`src/rtl/excp_pkg.sv`:
```
package excp_pkg;
  localparam int PRIO_W = 8;
  localparam int SPW    = PRIO_W + 2;

  typedef logic signed [SPW-1:0] sprio_t;

  localparam sprio_t PRIO_IDLE       = sprio_t'(1 <<< PRIO_W);
  localparam sprio_t PRIO_FAULT_CEIL = sprio_t'(-2);
  localparam sprio_t PRIO_MASK_CEIL  = sprio_t'(-1);
  localparam sprio_t PRIO_ONE        = sprio_t'(1);
  localparam sprio_t PRIO_TWO        = sprio_t'(2);

  function automatic sprio_t smin(input sprio_t a, input sprio_t b);
    return (a < b) ? a : b;
  endfunction
endpackage

```
`src/rtl/mask_ceiling.sv`:
```
module mask_ceiling
  import excp_pkg::*;
(
  input  logic              fault_mask,
  input  logic              prio_mask,
  input  logic [PRIO_W-1:0] base_pri,
  output sprio_t            ceil
);
  sprio_t base_ext;

  always_comb begin
    base_ext = sprio_t'({2'b00, base_pri});
    if (fault_mask)
      ceil = PRIO_FAULT_CEIL;
    else if (prio_mask)
      ceil = PRIO_MASK_CEIL;
    else if (base_pri != '0)
      ceil = base_ext - PRIO_TWO;
    else
      ceil = PRIO_IDLE;
  end
endmodule

```
`src/rtl/thresh_combine.sv`:
```
module thresh_combine
  import excp_pkg::*;
(
  input  sprio_t ceil,
  input  sprio_t active,
  output sprio_t thresh
);
  sprio_t active_m1;

  always_comb begin
    active_m1 = active - PRIO_ONE;
    thresh    = smin(ceil, active_m1);
  end
endmodule

```
`src/rtl/prio_tracker.sv`:
```
module prio_tracker
  import excp_pkg::*;
(
  input  logic   clk,
  input  logic   rst_n,
  input  logic   req_accept,
  input  sprio_t req_prio,
  input  logic   take_fire,
  input  logic   ret_valid,
  input  sprio_t ret_prio,
  output sprio_t active,
  output sprio_t pending
);
  always_ff @(posedge clk or negedge rst_n) begin
    if (!rst_n) begin
      active  <= PRIO_IDLE;
      pending <= PRIO_IDLE;
    end else begin
      if (ret_valid)
        active <= ret_prio;
      else if (take_fire)
        active <= pending;

      if (take_fire)
        pending <= PRIO_IDLE;
      else if (req_accept && (req_prio < pending))
        pending <= req_prio;
    end
  end
endmodule

```
`src/rtl/exc_preempt_gate.sv`:
```
module exc_preempt_gate
  import excp_pkg::*;
(
  input  logic                  clk,
  input  logic                  rst_n,
  input  logic                  fault_mask_i,
  input  logic                  prio_mask_i,
  input  logic [7:0]            base_pri_i,
  input  logic                  req_valid_i,
  output logic                  req_ready_o,
  input  logic signed [9:0]     req_prio_i,
  input  logic                  ret_valid_i,
  input  logic signed [9:0]     ret_prio_i,
  output logic signed [9:0]     thresh_o,
  output logic signed [9:0]     active_prio_o,
  output logic signed [9:0]     pending_prio_o,
  output logic                  take_o,
  output logic signed [9:0]     take_prio_o
);
  sprio_t ceil_w, thresh_w, active_w, pending_w;
  logic   take_fire, req_accept;

  mask_ceiling u_ceil (
    .fault_mask (fault_mask_i),
    .prio_mask  (prio_mask_i),
    .base_pri   (base_pri_i),
    .ceil       (ceil_w)
  );

  thresh_combine u_comb (
    .ceil   (ceil_w),
    .active (active_w),
    .thresh (thresh_w)
  );

  // One test for every asynchronous exception; return and an entry in flight block it
  assign take_fire   = !take_o && !ret_valid_i && (thresh_w >= pending_w);
  assign req_ready_o = !take_fire;
  assign req_accept  = req_valid_i && req_ready_o;

  prio_tracker u_trk (
    .clk        (clk),
    .rst_n      (rst_n),
    .req_accept (req_accept),
    .req_prio   (req_prio_i),
    .take_fire  (take_fire),
    .ret_valid  (ret_valid_i),
    .ret_prio   (ret_prio_i),
    .active     (active_w),
    .pending    (pending_w)
  );

  always_ff @(posedge clk or negedge rst_n) begin
    if (!rst_n) begin
      take_o      <= 1'b0;
      take_prio_o <= PRIO_IDLE;
    end else begin
      take_o <= take_fire;
      if (take_fire)
        take_prio_o <= pending_w;
    end
  end

  assign thresh_o       = thresh_w;
  assign active_prio_o  = active_w;
  assign pending_prio_o = pending_w;

  AST_FAULT_CEIL: assert property (@(posedge clk) disable iff (!rst_n)
    fault_mask_i |-> (thresh_o <= PRIO_FAULT_CEIL));
  AST_PMASK_CEIL: assert property (@(posedge clk) disable iff (!rst_n)
    (!fault_mask_i && prio_mask_i) |-> (thresh_o <= PRIO_MASK_CEIL));
  AST_BASE_CEIL: assert property (@(posedge clk) disable iff (!rst_n)
    (!fault_mask_i && !prio_mask_i && base_pri_i != 8'd0)
      |-> (thresh_o <= sprio_t'({2'b00, base_pri_i}) - PRIO_TWO));
  AST_BELOW_ACTIVE: assert property (@(posedge clk) disable iff (!rst_n)
    thresh_o < active_prio_o);
  AST_TAKE_ALLOWED: assert property (@(posedge clk) disable iff (!rst_n)
    take_o |-> ($past(thresh_o) >= take_prio_o));
  AST_TAKE_PULSE: assert property (@(posedge clk) disable iff (!rst_n)
    take_o |=> !take_o);
  AST_TAKE_CLEARS: assert property (@(posedge clk) disable iff (!rst_n)
    (take_o && !$past(ret_valid_i)) |-> (pending_prio_o == PRIO_IDLE && active_prio_o == take_prio_o));
  AST_RET_RESTORE: assert property (@(posedge clk) disable iff (!rst_n)
    ret_valid_i |=> (active_prio_o == $past(ret_prio_i)));
  AST_RET_NO_TAKE: assert property (@(posedge clk) disable iff (!rst_n)
    ret_valid_i |=> !take_o);
  AST_PEND_MONO: assert property (@(posedge clk) disable iff (!rst_n)
    (!take_o && !$past(take_o)) |-> (pending_prio_o <= $past(pending_prio_o)));
endmodule

```
`config.mk`:
```
export PLATFORM = sky130hd
export DESIGN_NAME = exc_preempt_gate
export DESIGN_NICKNAME = d
export VERILOG_FILES = /design/src/rtl/excp_pkg.sv /design/src/rtl/mask_ceiling.sv /design/src/rtl/thresh_combine.sv /design/src/rtl/prio_tracker.sv /design/src/rtl/exc_preempt_gate.sv
export SDC_FILE = /design/constraint.sdc
export NUM_CORES = 1
export LEC_CHECK = 0
export ABC_AREA = 0
export BUFFER_PORTS_ARGS = -buffer_cell sky130_fd_sc_hd__buf_2
export CAP_MARGIN = 10
export CELL_PAD_IN_SITES_DETAIL_PLACEMENT = 1
export CELL_PAD_IN_SITES_GLOBAL_PLACEMENT = 2
export CORE_MARGIN = 4
export CORE_UTILIZATION = 32
export CTS_CLUSTER_DIAMETER = 120
export DETAILED_ROUTE_END_ITERATION = 10
export HOLD_SLACK_MARGIN = 0.08
export PLACE_DENSITY = 0.83
export SETUP_SLACK_MARGIN = 0.5
export SYNTH_ARGS = -nofsm -noshare
export SYNTH_HDL_FRONTEND = slang
export SYNTH_HIERARCHICAL = 1
export SYNTH_SLANG_ARGS = --single-unit
```
`constraint.sdc`:
```
create_clock -name clk -period 4.8 [get_ports clk]
set_input_delay 0 -clock clk [delete_from_list [all_inputs] [get_ports clk]]
set_output_delay 0 -clock clk [all_outputs]
set_load 0.01 [all_outputs]
```
==> flow_summary.yaml, run 1 <==
power:
  totalPowerFinal_mw: 2.99
  vdd.ir_drop.worst_uv: 244
  power_density_nw_per_um2: 703
  p_leak_nw: 1.94
layout:
  final_cell_mix: "buf_2, inv_1, buf_4"
  diodes: 0
  design_area_um2: 4250
  areaGrowthSynthToFinish_pct: 46.8
  fin_nets: 517
  layout_commonest_cell: "buf_2"
  drive_gt1_frac: 0.384
  fillers: 1028
detailed_routing:
  wirelength_mm: 10.6
  routedWlPerCell_um: 18.8
  drc: 0
  ant_nets: 0
  routed_via_density: 5.30
  drtPass1Iterations: 4
  dr_total_vias: 2974
  drtIter0Drc: 60
clocking:
  ctsRootBufferMaster: "clkbuf_8"
  cts_buffers: 5
  clkTransAtPathRegs_ps: 60
  clock_path_buffers: 2
  clkSinkCount: 31
  h-tree-depth: 2
  clk_latency_ps: 290
  tritoncts: "yes"
floorplan:
  rows: 34
  die-area_um2: 10600
  core_area_um2: 8760
  start_util: 0.331
  die_w_um: 103
  die_y_um: 103
  pin_count: 76
logic_synthesis:
  syn_avg_cell_area_um2: 8.78
  synthesis.area_um2: 2900
  ys_ff_latch: 31
  yosysWarnings: 6
  synth_edf_count: 0
  synthFlopType: "dfrtp_1"
  yosysSeqAreaShare: 0.269
  ys_types: 52
  postSynthCellCount: 330
  synthArstFlopShare: 1.00
  synth_nets: 394
global_route:
  gr-usage-met3: 0.0325
  overflow: 0
  top_usage_layer: "met2"
  gr-usage-met1: 0.242
  grt_pass1_wl_mm: 16.0
  first_global_vias: 3083
  grt_max_degree: 32
  grt.met2_usage: 0.349
  antenna_found_initial: 0
  grt_usage: 0.193
sta:
  relSlewSlack: 0.515
  maxClockFrequency_mhz: 218
  min_period_ps: 4580
  rsz0062_at_grt: "yes"
  skew_ps: 16.8
  setup_viol: 0
  min_period_over_period: 0.955
  hold_viol: 0
  tightest_slew_ps: 728
  slew_viol_final: 0
worst_setup_path:
  crit_path_cell_trace: "nor4_4 > nand2_1 > xor2_2 > ha_1 > a21oi_1 > o22ai_2 > nor3_2 > buf_4 > mux2i_4 > ha_1 > and4_4 > o211a_1 > buf_4 > or3_4 > a31oi_4 > buf_4 > buf_6 > buf_12 > inv_1 > buf_2"
  cp_max_fo: 8
  critical_path_class: "flip-flop to output port"
  cp-startpoint: "u_trk/active[2]"
  cpMaxStageDelayCell: "dfrtp_2"
  crit_arrival_ps: 4580
  cp.required_ps: 4800
  critPathLaunchType: "flip-flop"
  r2r_start: "u_trk/active[2]"
  path_common_cell: "buf_4"
  slowest_delay_ps: 450
  cp-end-kind: "output port"
status:
  status: "completed"
placed_design:
  port_buffers: 75
  gp_congestion: 0.823
  place_area_um2: 3490
  hpwl_mm: 7.31
flow_run:
  drv_cap: 0
hold_path:
  min-delay-start: "ret_valid_i"
  hold_class: "input pin to flip-flop"
[cell usage after synthesis, types with 2 or more instances]
cell type | instances | area, um^2
inv_1 | 37 | 139
ha_1 | 30 | 375
mux2i_1 | 29 | 290
dfrtp_1 | 28 | 701
nand2b_1 | 21 | 131
o21ai_1 | 20 | 100
nand2_1 | 19 | 71.3
nor2_1 | 16 | 60.1
a22oi_1 | 10 | 75.1
o21ai_0 | 10 | 50.1
a21oi_1 | 8 | 40.0
nor3_1 | 8 | 40.0
a31oi_1 | 6 | 37.5
and2b_1 | 6 | 45.0
clkbuf_1 | 6 | 22.5
o211ai_1 | 6 | 45.0
a32oi_1 | 5 | 43.8
and3_1 | 5 | 31.3
xnor2_1 | 5 | 43.8
xor2_1 | 5 | 43.8
buf_6 | 4 | 45.0
and4_4 | 3 | 33.8
dfstp_2 | 3 | 78.8
nand3_1 | 3 | 15.0
o31ai_1 | 3 | 22.5
a211oi_2 | 2 | 25.0
buf_2 | 2 | 10.0
nand4_1 | 2 | 12.5
nor2b_1 | 2 | 12.5
nor3b_2 | 2 | 25.0
or3_1 | 2 | 12.5
or4_1 | 2 | 15.0
[critical path, delay by kind of cell, from the launching register on]
kind	cells	cell delay [ps]
adders and majority gates	2	600
and+or+nand+nor	5	1250
DFF	1	450
muxes	1	260
buffers and inverters	7	890
AOI/OAI and AO/OA	4	670
xor gates and xnor gates	1	180
[worst paths after layout]
path,endpoint,slack (ps),depth (start not counted)
worst min-delay path,u_trk/active[8],130,3
min in group asynchronous,take_prio_o[3],310,2
worst max register to register,u_trk/pending[9],230,20
max in group asynchronous,u_trk/active[2],3950,2
worst min register to register,take_prio_o[9],550,2
worst max-delay path,req_ready_o,220,20
[cell type report]
| type | count | area, um^2 | area share |
|---|---|---|---|
| sequential | 31 | 786 | 0.185 |
| inverter | 37 | 139 | 0.0327 |
| clock buffer | 6 | 82.6 | 0.0194 |
| tap | 108 | 135 | 0.0318 |
| timing repair buffer | 129 | 926 | 0.218 |
| multi-input combinational | 249 | 2180 | 0.513 |
| clock inverter | 1 | 5.00 | 0.00118 |
[through the flow]
stage	cells	hold WS (ps)	utilization	TNS (ps)	setup WS, ps
after CTS	547	117	0.460	0	196
after floorplan	330	-296	-	0	313
final	561	127	0.485	0	215
after global routing	561	151	0.485	-1240	-142
after detailed placement	512	103	0.398	-19.4	-19.4
after global placement	512	93.2	0.398	0	186
[power by group]
group | internal, mW | switching, mW
registers | 0.371 | 0.164
logic | 1.15 | 1.09
clock network | 0.113 | 0.101
total | 1.64 | 1.35
[layer usage]
metal | wire (um) | vias up
li1 | - | 1432
met1 | 4570 | 1483
met2 | 5540 | 53
met3 | 328 | 6
met4 | 121 | 0
met5 | 0 | -
[flip-flops by register name (all words and copies together), names as in the netlist]
signal and count:
take_prio_o 10, u_trk/active 10, u_trk/pending 10, take_o 1
[logic make-up (layout without fill, tap and decap cells)]
| kind of cell | count (synthesis) | count (layout) | synth area share |
|---|---|---|---|
| AO/OA/AOI/OAI | 81 | 81 | 0.192 |
| XOR/XNOR | 10 | 10 | 0.0302 |
| adder cells (fa/ha/maj) | 30 | 30 | 0.130 |
| buffers and inverters | 50 | 173 | 0.0764 |
| flip-flops | 31 | 31 | 0.269 |
| multiplexers | 30 | 30 | 0.105 |
| AND/OR/NAND/NOR | 98 | 98 | 0.198 |
[timing repair]
item,in CTS,in global routing
cloned,1,2
setup buffers,6,12
resized for setup,29,18
pin swaps,10,7
setup endpoints to repair,32,32
hold endpoints to repair,48,0
hold buffers,21,0
Note: power is estimated with default switching activity, not from simulation.
==> run 2, diff against run 1 <==
==> constraint.sdc (replaced) <==
create_clock -name clk -period 4.8 [get_ports clk]
set_input_delay 0 -clock clk [delete_from_list [all_inputs] [get_ports clk]]
set_output_delay 0 -clock clk [all_outputs]
set_load 0.05 [all_outputs]
==> flow_summary.yaml, run 2 (synthesis results as in run 1) <==
clocking:
  clock_path_buffers: 2
  clkSinkCount: 31
  ctsRootBufferMaster: "clkbuf_8"
  tritoncts: "yes"
  cts_buffers: 5
  h-tree-depth: 2
  clkTransAtPathRegs_ps: 70
  clk_latency_ps: 290
worst_setup_path:
  cp.required_ps: 5010
  cp_max_fo: 5
  crit_arrival_ps: 5060
  cp-end-kind: "flip-flop"
  critPathLaunchType: "flip-flop"
  critical_path_class: "flip-flop to flip-flop"
layout:
  drive_gt1_frac: 0.395
  top_regs: "take_prio_o (10), u_trk/active (10), u_trk/pending (10)"
  final_cell_mix: "buf_2, inv_1, buf_4"
  areaGrowthSynthToFinish_pct: 52.5
  diodes: 0
  layout_commonest_cell: "buf_2"
  final_cells: 569
  fin_nets: 524
hold_path:
  hold_class: "input pin to flip-flop"
detailed_routing:
  wirelength_mm: 11.0
  routedWlPerCell_um: 19.3
  wl_met3_um: 386
  wl_met2_mm: 5.54
  ant_nets: 0
  dr.max_layer_used: "met4"
  dr_total_vias: 3026
  routed_via_density: 5.32
  drtIter0Drc: 85
  drc: 0
  wl_met1_mm: 4.89
  drtPass1Iterations: 4
placed_design:
  dpl.cell_count: 510
  hpwl_mm: 7.45
  pre_cts_slack_ps: -17.0
  port_buffers: 75
  gp_congestion: 0.819
floorplan:
  start_util: 0.331
  die-area_um2: 10600
  rows: 34
  die_w_um: 103
  die_y_um: 103
  pin_count: 76
  core_area_um2: 8760
global_route:
  antenna_found_initial: 0
  first_global_vias: 3127
  grt_usage: 0.195
  grt_max_degree: 33
  overflow: 0
  grt_pass1_wl_mm: 16.1
sta:
  setup_viol: 7
  min_period_ps: 4850
  setup_ws_ps: -46.8
  skew_ps: 4.04
  hold_viol: 0
  holdWs_ps: 130
  relSlewSlack: 0.507
  slew_viol_final: 0
  rsz0062_at_grt: "yes"
  maxClockFrequency_mhz: 206
  tightest_slew_ps: 739
  min_period_over_period: 1.01
flow_run:
  drv_cap: 0
power:
  power_density_nw_per_um2: 829
  p_leak_nw: 1.99
  vdd.ir_drop.worst_uv: 270
status:
  failed_checks: "negative setup slack"
  status: "finished, violations left"
[run 2: cell count changes in the layout (fill, tap and decap cells not counted), sizes merged]
| cell | previous run | this run |
|---|---|---|
| buf | 105 | 113 |
| bufbuf | 1 | 0 |
| bufinv | 0 | 1 |
[run 2: layout make-up]
| class | count | area, um^2 |
|---|---|---|
| Clock buffer | 6 | 82.6 |
| Clock inverter | 2 | 35.0 |
| Fill cell | 1015 | 4340 |
| Inverter | 37 | 139 |
| Multi-Input combinational cell | 249 | 2250 |
| Sequential cell | 31 | 787 |
| Tap cell | 108 | 135 |
| Timing Repair Buffer | 136 | 988 |
[run 2: where the power goes]
part | switching [mW] | total, mW | internal, mW
Combinational | 1.61 | 2.85 | 1.24
Clock | 0.110 | 0.278 | 0.168
Sequential | 0.170 | 0.542 | 0.371
Total | 1.89 | 3.67 | 1.78
[run 2: per-layer routing]
layer  vias up  global-route usage
met1      1503               0.266
met5         -                   0
met4         0              0.0378
met2        69               0.325
met3        12              0.0372
li1       1442                   -
[run 2: critical path, stage by stage, from the launching register on]
cell,delay [ps]
dfrtp_2,450
nor4_4,390
nand3_1,190
xor2_2,210
ha_1,230
nor3b_4,220
o22ai_2,140
nor3_4,290
buf_12,180
mux2i_4,280
ha_4,240
and4_4,210
o211a_1,140
a2111oi_4,360
nand2b_4,210
a31oi_4,90
nor2b_1,150
inv_1,90
a221oi_2,270
buf_4,230
mux2i_1,210
[run 2: timing repair]
action / CTS / global route
pin swaps: 14 / 19
hold endpoints to repair: 48 / 0
cloned: 1 / 3
resized for setup: 16 / 20
hold buffers: 21 / 0
setup endpoints to repair: 31 / 32
setup buffers: 10 / 16
[run 2: path summary, 6_finish.rpt]
path,startpoint,end,slack [ps],depth (start not counted)
hold / removal,ret_valid_i,u_trk/active[8],130,3
hold reg to reg,take_prio_o[1],take_prio_o[1],550,2
min in group asynchronous,rst_n,take_prio_o[3],300,2
setup reg to reg,u_trk/active[3],u_trk/pending[3],-50,20
setup / recovery,u_trk/active[3],u_trk/pending[3],-50,20
max in group asynchronous,rst_n,u_trk/active[2],3970,2
[run 2: stage by stage]
step,setup TNS (ps),util,total power [mW],instance area (um^2)
4_1_cts,0,0.473,3.25,4140
6_report,-104,0.504,3.67,4420
5_1_grt,-2820,0.504,3.90,4420
3_5_place_dp,-39.6,0.414,2.80,3630
2_1_floorplan,-1770,-,2.26,3090
3_3_place_gp,0,0.414,2.74,3630
